## config.mk

```make
export PLATFORM = sky130hd
export DESIGN_NAME = nvsr_ctrl
export DESIGN_NICKNAME = d
export VERILOG_FILES = /design/src/rtl/nvsr_pkg.sv /design/src/rtl/nvsr_pulse_mon.sv /design/src/rtl/nvsr_seq.sv /design/src/rtl/nvsr_op_timer.sv /design/src/rtl/nvsr_ctrl.sv
export SDC_FILE = /design/constraint.sdc
export NUM_CORES = 1
export LEC_CHECK = 0
export CAP_MARGIN = 20
export CELL_PAD_IN_SITES_DETAIL_PLACEMENT = 0
export CELL_PAD_IN_SITES_GLOBAL_PLACEMENT = 1
export CORE_MARGIN = 4
export CORE_UTILIZATION = 35
export CTS_CLUSTER_SIZE = 40
export DETAILED_ROUTE_END_ITERATION = 6
export DONT_BUFFER_PORTS = 1
export PLACE_DENSITY = 0.73
export SETUP_SLACK_MARGIN = 0.4
export SYNTH_ARGS = -nofsm -noshare
export SYNTH_HDL_FRONTEND = slang
export SYNTH_SLANG_ARGS = --single-unit
```

## constraint.sdc

```tcl
create_clock -name clk -period 1.6 [get_ports clk]
set_input_delay 0.32 -clock clk [delete_from_list [all_inputs] [get_ports clk]]
set_output_delay 0.32 -clock clk [all_outputs]
set_load 0.02 [all_outputs]
```

## src/rtl/nvsr_pkg.sv

```systemverilog
package nvsr_pkg;
    // Number of pulses in one unlock sequence (five lead-in plus the selector).
    localparam int unsigned SEQ_LEN = 6;
    localparam int unsigned STEP_W  = $clog2(SEQ_LEN);

    typedef enum logic {
        OP_RECALL = 1'b0,
        OP_STORE  = 1'b1
    } op_e;
endpackage

```

## src/rtl/nvsr_pulse_mon.sv

```systemverilog
// Tracks one chip-enable low pulse and reports it when the pulse ends.
module nvsr_pulse_mon #(
    parameter int unsigned AW      = 13,
    parameter int unsigned MIN_LOW = 2
) (
    input  logic          clk,
    input  logic          rst_n,
    input  logic [AW-1:0] bus_addr,
    input  logic          ce_n,
    input  logic          we_n,
    input  logic          busy,
    output logic          evt,
    output logic          evt_ok,
    output logic [AW-1:0] evt_addr
);
    localparam int unsigned LW = $clog2(MIN_LOW + 1);

    typedef struct packed {
        logic          ce_prev;
        logic          armed;
        logic [LW-1:0] low_cnt;
        logic          we_good;
        logic [AW-1:0] addr;
    } mon_t;

    mon_t s_q, s_d;

    wire fall = !ce_n && s_q.ce_prev;
    wire rise = ce_n && !s_q.ce_prev;

    always_comb begin
        s_d         = s_q;
        s_d.ce_prev = ce_n;
        if (busy) begin
            s_d.armed = 1'b0;
        end else if (fall) begin
            s_d.armed   = 1'b1;
            s_d.addr    = bus_addr;
            s_d.we_good = we_n;
            s_d.low_cnt = LW'(1);
        end else if (!ce_n) begin
            s_d.we_good = s_q.we_good && we_n;
            if (s_q.low_cnt < LW'(MIN_LOW))
                s_d.low_cnt = s_q.low_cnt + LW'(1);
        end else if (rise) begin
            s_d.armed = 1'b0;
        end
    end

    always_ff @(posedge clk or negedge rst_n) begin
        if (!rst_n) begin
            s_q <= '{ce_prev: 1'b1, armed: 1'b0, low_cnt: '0, we_good: 1'b0, addr: '0};
        end else begin
            s_q <= s_d;
        end
    end

    assign evt      = rise && s_q.armed && !busy;
    assign evt_ok   = s_q.we_good && (s_q.low_cnt >= LW'(MIN_LOW));
    assign evt_addr = s_q.addr;

    // the width counter never passes its saturation value
    p_low_sat_r5: assert property (@(posedge clk) disable iff (!rst_n)
        s_q.low_cnt <= LW'(MIN_LOW));
    // a pulse that began while busy is never armed
    p_no_arm_busy_r7: assert property (@(posedge clk) disable iff (!rst_n)
        busy |=> !s_q.armed);
endmodule

```

## src/rtl/nvsr_seq.sv

```systemverilog
// Step matcher for the six-address unlock sequence.
module nvsr_seq
    import nvsr_pkg::*;
#(
    parameter int unsigned               AW          = 13,
    parameter logic [4:0][AW-1:0]        LEAD_ADDR   = '0,
    parameter logic [AW-1:0]             STORE_ADDR  = '0,
    parameter logic [AW-1:0]             RECALL_ADDR = '1
) (
    input  logic          clk,
    input  logic          rst_n,
    input  logic          evt,
    input  logic          evt_ok,
    input  logic [AW-1:0] evt_addr,
    input  logic          busy,
    output logic          go_store,
    output logic          go_recall
);
    localparam logic [STEP_W-1:0] LAST = STEP_W'(SEQ_LEN - 1);

    logic [STEP_W-1:0] step_q, step_d;
    logic              is_first;

    assign is_first = (evt_addr == LEAD_ADDR[0]);

    always_comb begin
        step_d    = step_q;
        go_store  = 1'b0;
        go_recall = 1'b0;
        if (busy) begin
            step_d = '0;
        end else if (evt) begin
            if (!evt_ok) begin
                step_d = '0;
            end else if (step_q == LAST) begin
                go_store  = (evt_addr == STORE_ADDR);
                go_recall = (evt_addr == RECALL_ADDR);
                if (go_store || go_recall)
                    step_d = '0;
                else
                    step_d = is_first ? STEP_W'(1) : '0;
            end else if (evt_addr == LEAD_ADDR[step_q]) begin
                step_d = step_q + STEP_W'(1);
            end else begin
                step_d = is_first ? STEP_W'(1) : '0;
            end
        end
    end

    always_ff @(posedge clk or negedge rst_n) begin
        if (!rst_n) step_q <= '0;
        else        step_q <= step_d;
    end

    // a rejected pulse returns the sequence to its start
    p_abort_r2: assert property (@(posedge clk) disable iff (!rst_n)
        (evt && !evt_ok && !busy) |=> step_q == '0);
    // tracking is held at the start while an operation runs
    p_clear_busy_r7: assert property (@(posedge clk) disable iff (!rst_n)
        busy |=> step_q == '0);
    // the step index stays within the sequence
    p_step_range_r4: assert property (@(posedge clk) disable iff (!rst_n)
        step_q <= LAST);
    // the two launch outputs never fire together
    p_one_go_r3: assert property (@(posedge clk) disable iff (!rst_n)
        !(go_store && go_recall));
endmodule

```

## src/rtl/nvsr_op_timer.sv

```systemverilog
// Runs a store or recall for a fixed number of cycles; power-up recall from reset.
module nvsr_op_timer
    import nvsr_pkg::*;
#(
    parameter int unsigned CW         = 6,
    parameter int unsigned STORE_CYC  = 20,
    parameter int unsigned RECALL_CYC = 12,
    parameter int unsigned PWRUP_CYC  = 30
) (
    input  logic clk,
    input  logic rst_n,
    input  logic go_store,
    input  logic go_recall,
    output logic busy,
    output logic op_store,
    output logic op_done
);
    typedef struct packed {
        logic          busy;
        op_e           kind;
        logic [CW-1:0] cnt;
        logic          done;
    } tmr_t;

    tmr_t t_q, t_d;

    always_comb begin
        t_d      = t_q;
        t_d.done = 1'b0;
        if (t_q.busy) begin
            if (t_q.cnt == '0) begin
                t_d.busy = 1'b0;
                t_d.done = 1'b1;
            end else begin
                t_d.cnt = t_q.cnt - CW'(1);
            end
        end else if (go_store) begin
            t_d.busy = 1'b1;
            t_d.kind = OP_STORE;
            t_d.cnt  = CW'(STORE_CYC - 1);
        end else if (go_recall) begin
            t_d.busy = 1'b1;
            t_d.kind = OP_RECALL;
            t_d.cnt  = CW'(RECALL_CYC - 1);
        end
    end

    always_ff @(posedge clk or negedge rst_n) begin
        if (!rst_n) begin
            t_q <= '{busy: 1'b1, kind: OP_RECALL, cnt: CW'(PWRUP_CYC - 1), done: 1'b0};
        end else begin
            t_q <= t_d;
        end
    end

    assign busy     = t_q.busy;
    assign op_store = (t_q.kind == OP_STORE);
    assign op_done  = t_q.done;

    // completion is a single-cycle pulse
    p_done_pulse_r6: assert property (@(posedge clk) disable iff (!rst_n)
        op_done |=> !op_done);
    // busy only falls together with a completion pulse
    p_busy_end_r6: assert property (@(posedge clk) disable iff (!rst_n)
        $fell(busy) |-> op_done);
    // the operation kind is frozen while busy
    p_kind_hold_r7: assert property (@(posedge clk) disable iff (!rst_n)
        (busy && $past(busy)) |-> $stable(op_store));
endmodule

```

## src/rtl/nvsr_ctrl.sv

```systemverilog
// Top: nonvolatile store/recall sequence detector.
module nvsr_ctrl
    import nvsr_pkg::*;
#(
    parameter int unsigned AW          = 13,
    parameter logic [AW-1:0] SEQ_A1    = 13'h0000,
    parameter logic [AW-1:0] SEQ_A2    = 13'h1555,
    parameter logic [AW-1:0] SEQ_A3    = 13'h0AAA,
    parameter logic [AW-1:0] SEQ_A4    = 13'h1FFF,
    parameter logic [AW-1:0] SEQ_A5    = 13'h10F0,
    parameter logic [AW-1:0] STORE_ADDR  = 13'h0F0F,
    parameter logic [AW-1:0] RECALL_ADDR = 13'h0F0E,
    parameter int unsigned MIN_LOW     = 2,
    parameter int unsigned STORE_CYC   = 20,
    parameter int unsigned RECALL_CYC  = 12,
    parameter int unsigned PWRUP_CYC   = 30
) (
    input  logic          clk,
    input  logic          rst_n,
    input  logic [AW-1:0] bus_addr,
    input  logic          ce_n,
    input  logic          we_n,
    input  logic          oe_n,
    output logic          dq_oe,
    output logic          busy,
    output logic          op_store,
    output logic          op_done
);
    localparam int unsigned MAX_A = (STORE_CYC > RECALL_CYC) ? STORE_CYC : RECALL_CYC;
    localparam int unsigned MAX_D = (MAX_A > PWRUP_CYC) ? MAX_A : PWRUP_CYC;
    localparam int unsigned CW    = $clog2(MAX_D + 1);
    localparam logic [4:0][AW-1:0] LEAD = {SEQ_A5, SEQ_A4, SEQ_A3, SEQ_A2, SEQ_A1};

    logic          evt, evt_ok;
    logic [AW-1:0] evt_addr;
    logic          go_store, go_recall;

    nvsr_pulse_mon #(.AW(AW), .MIN_LOW(MIN_LOW)) u_mon (
        .clk(clk), .rst_n(rst_n), .bus_addr(bus_addr), .ce_n(ce_n), .we_n(we_n),
        .busy(busy), .evt(evt), .evt_ok(evt_ok), .evt_addr(evt_addr)
    );

    nvsr_seq #(.AW(AW), .LEAD_ADDR(LEAD), .STORE_ADDR(STORE_ADDR),
               .RECALL_ADDR(RECALL_ADDR)) u_seq (
        .clk(clk), .rst_n(rst_n), .evt(evt), .evt_ok(evt_ok), .evt_addr(evt_addr),
        .busy(busy), .go_store(go_store), .go_recall(go_recall)
    );

    nvsr_op_timer #(.CW(CW), .STORE_CYC(STORE_CYC), .RECALL_CYC(RECALL_CYC),
                    .PWRUP_CYC(PWRUP_CYC)) u_tmr (
        .clk(clk), .rst_n(rst_n), .go_store(go_store), .go_recall(go_recall),
        .busy(busy), .op_store(op_store), .op_done(op_done)
    );

    assign dq_oe = !ce_n && !oe_n && we_n && !busy;

    // the data bus is never driven during an operation
    p_hiz_busy_r8: assert property (@(posedge clk) disable iff (!rst_n)
        busy |-> !dq_oe);
    // a STORE launch is followed by a busy STORE
    p_go_store_r3: assert property (@(posedge clk) disable iff (!rst_n)
        go_store |=> (busy && op_store));
    // a RECALL launch is followed by a busy RECALL
    p_go_recall_r3: assert property (@(posedge clk) disable iff (!rst_n)
        go_recall |=> (busy && !op_store));
endmodule

```

## Yosys cells after proc, flatten, opt, wreduce, memory -nomap -nowiden

Memory sizes are Yosys's and may differ from the RTL's.
Index checks and enable logic that the tools add are counted.

| word-level totals | value |
|---|---|
| register bits after elaboration | 29 |
| bits in latches | 0 |
| memory bits (writable) | 0 |
| memory bits (read-only) | 104 |
| output and inout port bits | 4 |
| word-level logic and storage cells | 82 |
| memories | 1 |

Memories:

| name | depth | width | read ports | clocked after memory_dff | wr ports | RTL line | source |
|---|---|---|---|---|---|---|---|
| (no name shown) | 8 | 13 | 1 | 0 | 0 | nvsr_seq.sv:42 | `end else if (evt_addr == LEAD_ADDR[step_q]) begin` |

| operators by class | value |
|---|---|
| add/subtract/negate cells | 3 |
| multiply operators | 0 |
| divide/modulo/power cells | 0 |
| magnitude comparators | 3 |
| equality and inequality tests | 6 |
| shift operators | 0 |
| mux-type cells | 30 |
| bitwise operators | 1 |
| reductions and logical operators | 28 |

Operator list:

| kind | number |
|---|---|
| 13-bit by 12-bit equality test with 1-bit output, second input constant | 2 |
| 3-bit two-way mux | 7 |
| 1-bit two-way mux | 16 |
| 7-bit two-way mux | 2 |
| 13-bit equality test | 1 |
| 13-bit zero test | 1 |
| 13-bit two-way mux | 1 |
| 5-bit two-way mux | 2 |
| 2-bit AND reduction | 5 |
| 1-bit logical AND | 9 |
| 3-bit nonzero test | 3 |
| 2-bit nonzero test | 3 |
| 5-bit zero test | 1 |
| 5-bit by 1-bit subtractor with 5-bit output, second input constant | 1 |
| 1-bit zero test | 4 |
| 3-bit by 4-bit < comparator with 1-bit output, second input constant | 1 |
| 4-bit two-way mux | 1 |
| 3-bit by 1-bit adder with 3-bit output, second input constant | 1 |
| 3-bit equality test, second input constant | 1 |
| 3-bit AND reduction | 1 |
| 2-bit by 1-bit adder with 2-bit output, second input constant | 1 |
| 2-bit greater-or-equal comparator, second input constant | 1 |
| 2-bit < comparator, second input constant | 1 |
| 2-bit two-way mux | 1 |
| other kinds (4) | 4 |

## Logic depth before layout (Yosys ltp)

| depth | value |
|---|---|
| depth in word-level cells | 9 |
| mapped depth | 7 |
| depth with buffers taken out | 7 |

## Hierarchy

From an unflattened synthesis, not the netlist that was laid out.

| unflattened totals | value |
|---|---|
| cell total of the unflattened synthesis | 159 |
| area, all modules | 1734.2 um2 |

Modules (own cells, without submodules):

| module | times used | cells an instance | area each (um2) | seq. area each (um2) |
|---|---|---|---|---|
| nvsr_pulse_mon | 1 | 64 | 867.1 | 451.7 |
| nvsr_op_timer | 1 | 38 | 434.2 | 206.4 |
| nvsr_seq | 1 | 56 | 417.9 | 75.1 |
| nvsr_ctrl | 1 | 1 | 15.0 | 0.0 |

## Worst setup path before layout

No wires, ideal clock.

| timing | value |
|---|---|
| path kind | register -> output |
| start | register u_tmr.t_q (netlist bit u_tmr.busy) |
| end | output dq_oe |
| arrival | 1411 ps |
| setup slack | -131 ps |
| stages on the path, launching flop included | 3 |
| buffers on the path | 1 |
| path through | dfstp_2 -> clkbuf_1 -> nor4b_1 |

| between the ends | value |
|---|---|
| longest elaborated chain between the ends | 2 |

RTL lines:

| element | RTL line | source |
|---|---|---|
| start: declaration | nvsr_op_timer.sv:25 | `tmr_t t_q, t_d;` |
| start signal: assignment | nvsr_op_timer.sv:50 | `t_q <= '{busy: 1'b1, kind: OP_RECALL, cnt: CW'(PWRUP_CYC - 1), done: 1'b0};` |
| start signal: assignment | nvsr_op_timer.sv:52 | `t_q <= t_d;` |
| 1-bit zero test | nvsr_ctrl.sv:55 | `assign dq_oe = !ce_n && !oe_n && we_n && !busy;` |
| 1-bit logical AND | nvsr_ctrl.sv:55 |  |
| end: declaration | nvsr_ctrl.sv:24 | `output logic dq_oe,` |

No other way between the ends.

## Worst setup path after layout

| timing | value |
|---|---|
| start | register u_mon.s_q (netlist bit u_mon.evt_addr[0]) |
| end | register u_seq.step_q[0] |

| between the ends | value |
|---|---|
| longest elaborated chain between the ends | 7 |
| elaborated cells on any way between the ends | 12 |

RTL lines:

| element | RTL line | source |
|---|---|---|
| start: declaration | nvsr_pulse_mon.sv:26 | `mon_t s_q, s_d;` |
| start signal: assignment | nvsr_pulse_mon.sv:52 | `s_q <= '{ce_prev: 1'b1, armed: 1'b0, low_cnt: '0, we_good: 1'b0, addr: '0};` |
| 13-bit zero test (tied with other cells) | nvsr_seq.sv:24 | `assign is_first = (evt_addr == LEAD_ADDR[0]);` |
| 1-bit two-way mux or 1-bit logical OR (tied branches) | nvsr_seq.sv:41, nvsr_seq.sv:45, nvsr_seq.sv:38 |  |
| 3-bit two-way mux, on equally long branches | nvsr_seq.sv:42, nvsr_seq.sv:38 |  |
| 3-bit two-way mux * | nvsr_seq.sv:35 | `end else if (step_q == LAST) begin` |
| 3-bit two-way mux * | nvsr_seq.sv:33 | `if (!evt_ok) begin` |
| 3-bit two-way mux * | nvsr_seq.sv:32 | `end else if (evt) begin` |
| 3-bit two-way mux * | nvsr_seq.sv:30 | `if (busy) begin` |
| end signal: assignment | nvsr_seq.sv:52 | `else step_q <= step_d;` |
| end: declaration | nvsr_seq.sv:21 | `logic [STEP_W-1:0] step_q, step_d;` |

Every way passes the cells marked *; elsewhere a longest branch is shown, timed or not. The select of a mux whose other input is x is not followed.
A chain may end at the register's enable or synchronous reset.

==> results by group <==
Global routing
  • Aggregate global routing overflow: 0
  • First-pass GRT wire length: 5620 µm
  • Largest net degree at the start of global routing: 30
  • Gr usage total: 13.5%
  • Vias in the first global route: 1,196
  • Antenna violations before repair: 0

Place
  • Port bufs: 0
  • Final estimated routing congestion in global placement: 0.833
  • Post-placement cell area: 1820 µm²
  • HPWL Detailed: 2300 µm

Floorplanning
  • Core ar.: 4120 µm²
  • Initial Utilization: 37.2%
  • Die width: 74.2 µm
  • Die footprint: 5500 µm²
  • Io pins: 22
  • Row cnt: 23
  • Height of the die: 74.2 µm

Power and ir drop
  • Sw power: 0.499 mW
  • Clock network power share: 32.0%
  • PD cells: 859 nW/µm²
  • Max IR drop VDD: 0.356 mV
  • Comb pwr share: 20.0%
  • Flop pwr share: 48.1%
  • Internal power: 1.38 mW
  • Lkg Pwr: 0.943 nW
  • Switch share: 26.6%

Worst setup path
  • CP max stage delay: 420 ps
  • Worst Reg-to-Reg Cells: 5
  • Crit path required time: 1760 ps
  • CP cell instances: nor4_4, a2bb2oi_2, a2111oi_4, a211o_2, o211ai_2
  • Crit. End Element: register
  • CP delay by family, top: compound AO/OA/AOI/OAI gates
  • CP Class: register to register
  • Arrival time worst endpoint: 1760 ps
  • Worst setup SP type: register
  • Critical Path Fanout Max: 5
  • Critical Path Source: u_mon.evt_addr[0]$_DFFE_PN0P_
  • Slowest CP cell: dfrtp_2
  • Worst Path Buf+Inv: 0
  • Crit Reg-Reg Endpoint: u_seq.step_q[0]$_DFFE_PN0P_
  • Flop-to-flop setup slack: -0.5 ps
  • Critical R2R Launch: u_mon.evt_addr[0]$_DFFE_PN0P_

STA
  • Count of final setup violators: 1
  • Part of the cycle the worst path needs: 100%
  • Final hold slack: 41.0 ps
  • Min Tclk post-route: 1600 ps
  • Final WS setup: -0.453 ps
  • Worst-margin pin slew: 372 ps
  • RSZ-0062 raised after global routing: true
  • Final max-slew violation count: 0
  • Hold Fails Final Rpt: 0
  • Slew headroom: 75.2%
  • Highest Clock Rate: 625 MHz
  • Clock Skews: 5.11 ps

Yosys
  • Syn nets: 168
  • Cell count after synthesis: 142
  • Primary FF master, synth: dfrtp_1
  • Register area share after synthesis: 47.9%
  • FF+latch count, synth: 29
  • Area leader, netlist: dfrtp_1
  • Avg Cell Area, Syn: 10.8 µm²
  • Number of synthesized flops with an enable pin: 0
  • Yosys warns: 0
  • Synth Cell Area: 1530 µm²
  • Synth area leaders: dfrtp_1, dfstp_2, mux2_2, ha_1, nand2_1
  • Synth unique cells: 38
  • Synth async-reset ratio: 100%
  • Top cell type's share of synthesized area: 37.6%

Routing
  • Initial DRC Count: 46
  • Drt pass-1 iters: 4
  • Post-DR vias/cell: 5.25
  • DRT antenna net count: 0
  • Total Wirelength: 3340 µm
  • Total number of vias: 1,181
  • Post-route DRC: 0
  • Routed len/inst: 14.8 µm

Final layout
  • Fraction of layout cells with a size suffix above 1: 50.9%
  • Area Overhead vs Synth: 42.7%
  • Final net count: 200
  • Antenna cells: 0
  • Final Cell Area: 2190 µm²
  • Layout Utilization: 53.1%

Worst hold path
  • Min-Delay Startpoint: ce_n
  • Hold Path Class: primary input to register
  • Hold endpoint: u_mon.s_q[17]$_DFF_PN1_
  • Worst Hold Depth: 0

CTS
  • CTS max path bufs: 2
  • Cell at the root of the clock tree: clkbuf_8
  • Num CTS Buffers: 5
  • H-tree depth: 2
  • CTS tree: done
  • Clock Sinks: 29
  • Clock Pin Slew Worst Setup and Hold Paths: 60 ps
  • Later-pin clock latency in the skew report: 280 ps

Job
  • Total of max-cap violations: 0

Run status
  • Status: finished, violations left
  • Failing checks: setup timing
cell families (layout without fill, tap and decap cells):
kind of cell	Yosys count	in the layout	share of synthesized area, %
simple gates	58	58	20.4
flops	29	29	47.9
compound gates	19	19	10.9
mux	14	14	10.1
buf+inv	12	45	3.02
fa+ha+maj	8	8	6.54
xor+xnor	2	2	1.14
synth_stat cells, types with 3 or more instances:
master / count
nand3_1: 5
dfrtp_1: 23
inv_1: 9
a21oi_1: 3
nand2b_1: 5
nand4_1: 3
nand2_1: 13
dfstp_2: 6
mux2_2: 12
nor2_1: 13
ha_1: 8
a31oi_1: 3
nor3_1: 9
per-layer routing:
layer	GRT usage, %	vias to the layer above	wire length [µm]
li1	-	569	-
met1	16.7	583	1470
met2	20.7	24	1610
met3	5.68	5	196
met4	6.04	0	60
met5	0	-	0
metrics by stage:
step / power [mW] / TNS, ps / setup slack (ps) / cells
6_report: 1.88 / -0.453 / -0.453 / 225
5_1_grt: 1.99 / -240 / -124 / 225
3_3_place_gp: 1.16 / -19.3 / -19.3 / 207
4_1_cts: 1.87 / -17.9 / -17.9 / 223
2_1_floorplan: 1.10 / 0 / 40.8 / 142
3_5_place_dp: 1.18 / -54.1 / -44.8 / 207
cells in the final DEF, fill, tap and decap left out, types with 4 or more instances in the layout:
master	Yosys	final
buf_4	0	14
buf_6	0	11
clkbuf_8	0	6
dfrtp_1	23	20
dfstp_2	6	6
ha_4	0	5
inv_1	9	5
inv_2	0	4
mux2_4	0	12
nand2_1	13	9
nand2_2	0	4
nand3_1	5	4
nor2_1	13	12
nor3_1	9	5
nor3_2	0	4
o21ai_1	2	4
worst reg2reg max path, cell delays in order (launching register included):
cell,delay [ps]
dfrtp_2,420
nor4_4,300
a2bb2oi_2,110
a2111oi_4,380
a211o_2,200
o211ai_2,70
flip-flops by register name, summed over array words and instances (netlist names):
signal          flops
u_tmr.op_store      1
u_seq.step_q        3
u_tmr.op_done       1
u_tmr.t_q           5
u_tmr.busy          1
u_mon.evt_addr     13
u_mon.s_q           5
layout make-up:
class                           count  area [µm²]
Inverter                            9        33.8
Tap cell                           50        62.6
Clock buffer                        8        90.1
Sequential cell                    29         737
Fill cell                         357        1930
Timing Repair Buffer               28         274
Multi-Input combinational cell    101         988
what timing repair did:
item | 4_1_cts | 5_1_grt
hold endpoints to repair | 29 | 0
pin swaps | 14 | 5
gates cloned | 0 | 1
gates resized for setup | 31 | 14
setup buffers | 6 | 1
endpoints found under the setup margin | 27 | 28
hold buffers | 2 | 0
how the worst max path moves through the flow:
stage,endpoint,slack [ps],cells past startpoint
detailed placement,u_seq.step_q[0]$_DFFE_PN0P_,-40,5
CTS,u_seq.step_q[0]$_DFFE_PN0P_,-20,5
floorplan,u_seq.step_q[0]$_DFFE_PN0P_,40,5
global route,u_seq.step_q[0]$_DFFE_PN0P_,-120,5
finish,u_seq.step_q[0]$_DFFE_PN0P_,-0.5,5
global placement,u_mon.evt_addr[1]$_DFFE_PN0P_,-20,4
power groups by stage:
stage               logic (mW)  registers [mW]  clock network (mW)
detailed placement       0.277           0.904                   0
floorplan                0.208           0.891                   0
global placement         0.267           0.898                   0
finish                   0.375           0.903               0.601
global route             0.415           0.913               0.662
CTS                      0.341           0.895               0.630
No activity file was read; power rests on OpenSTA's default activity.
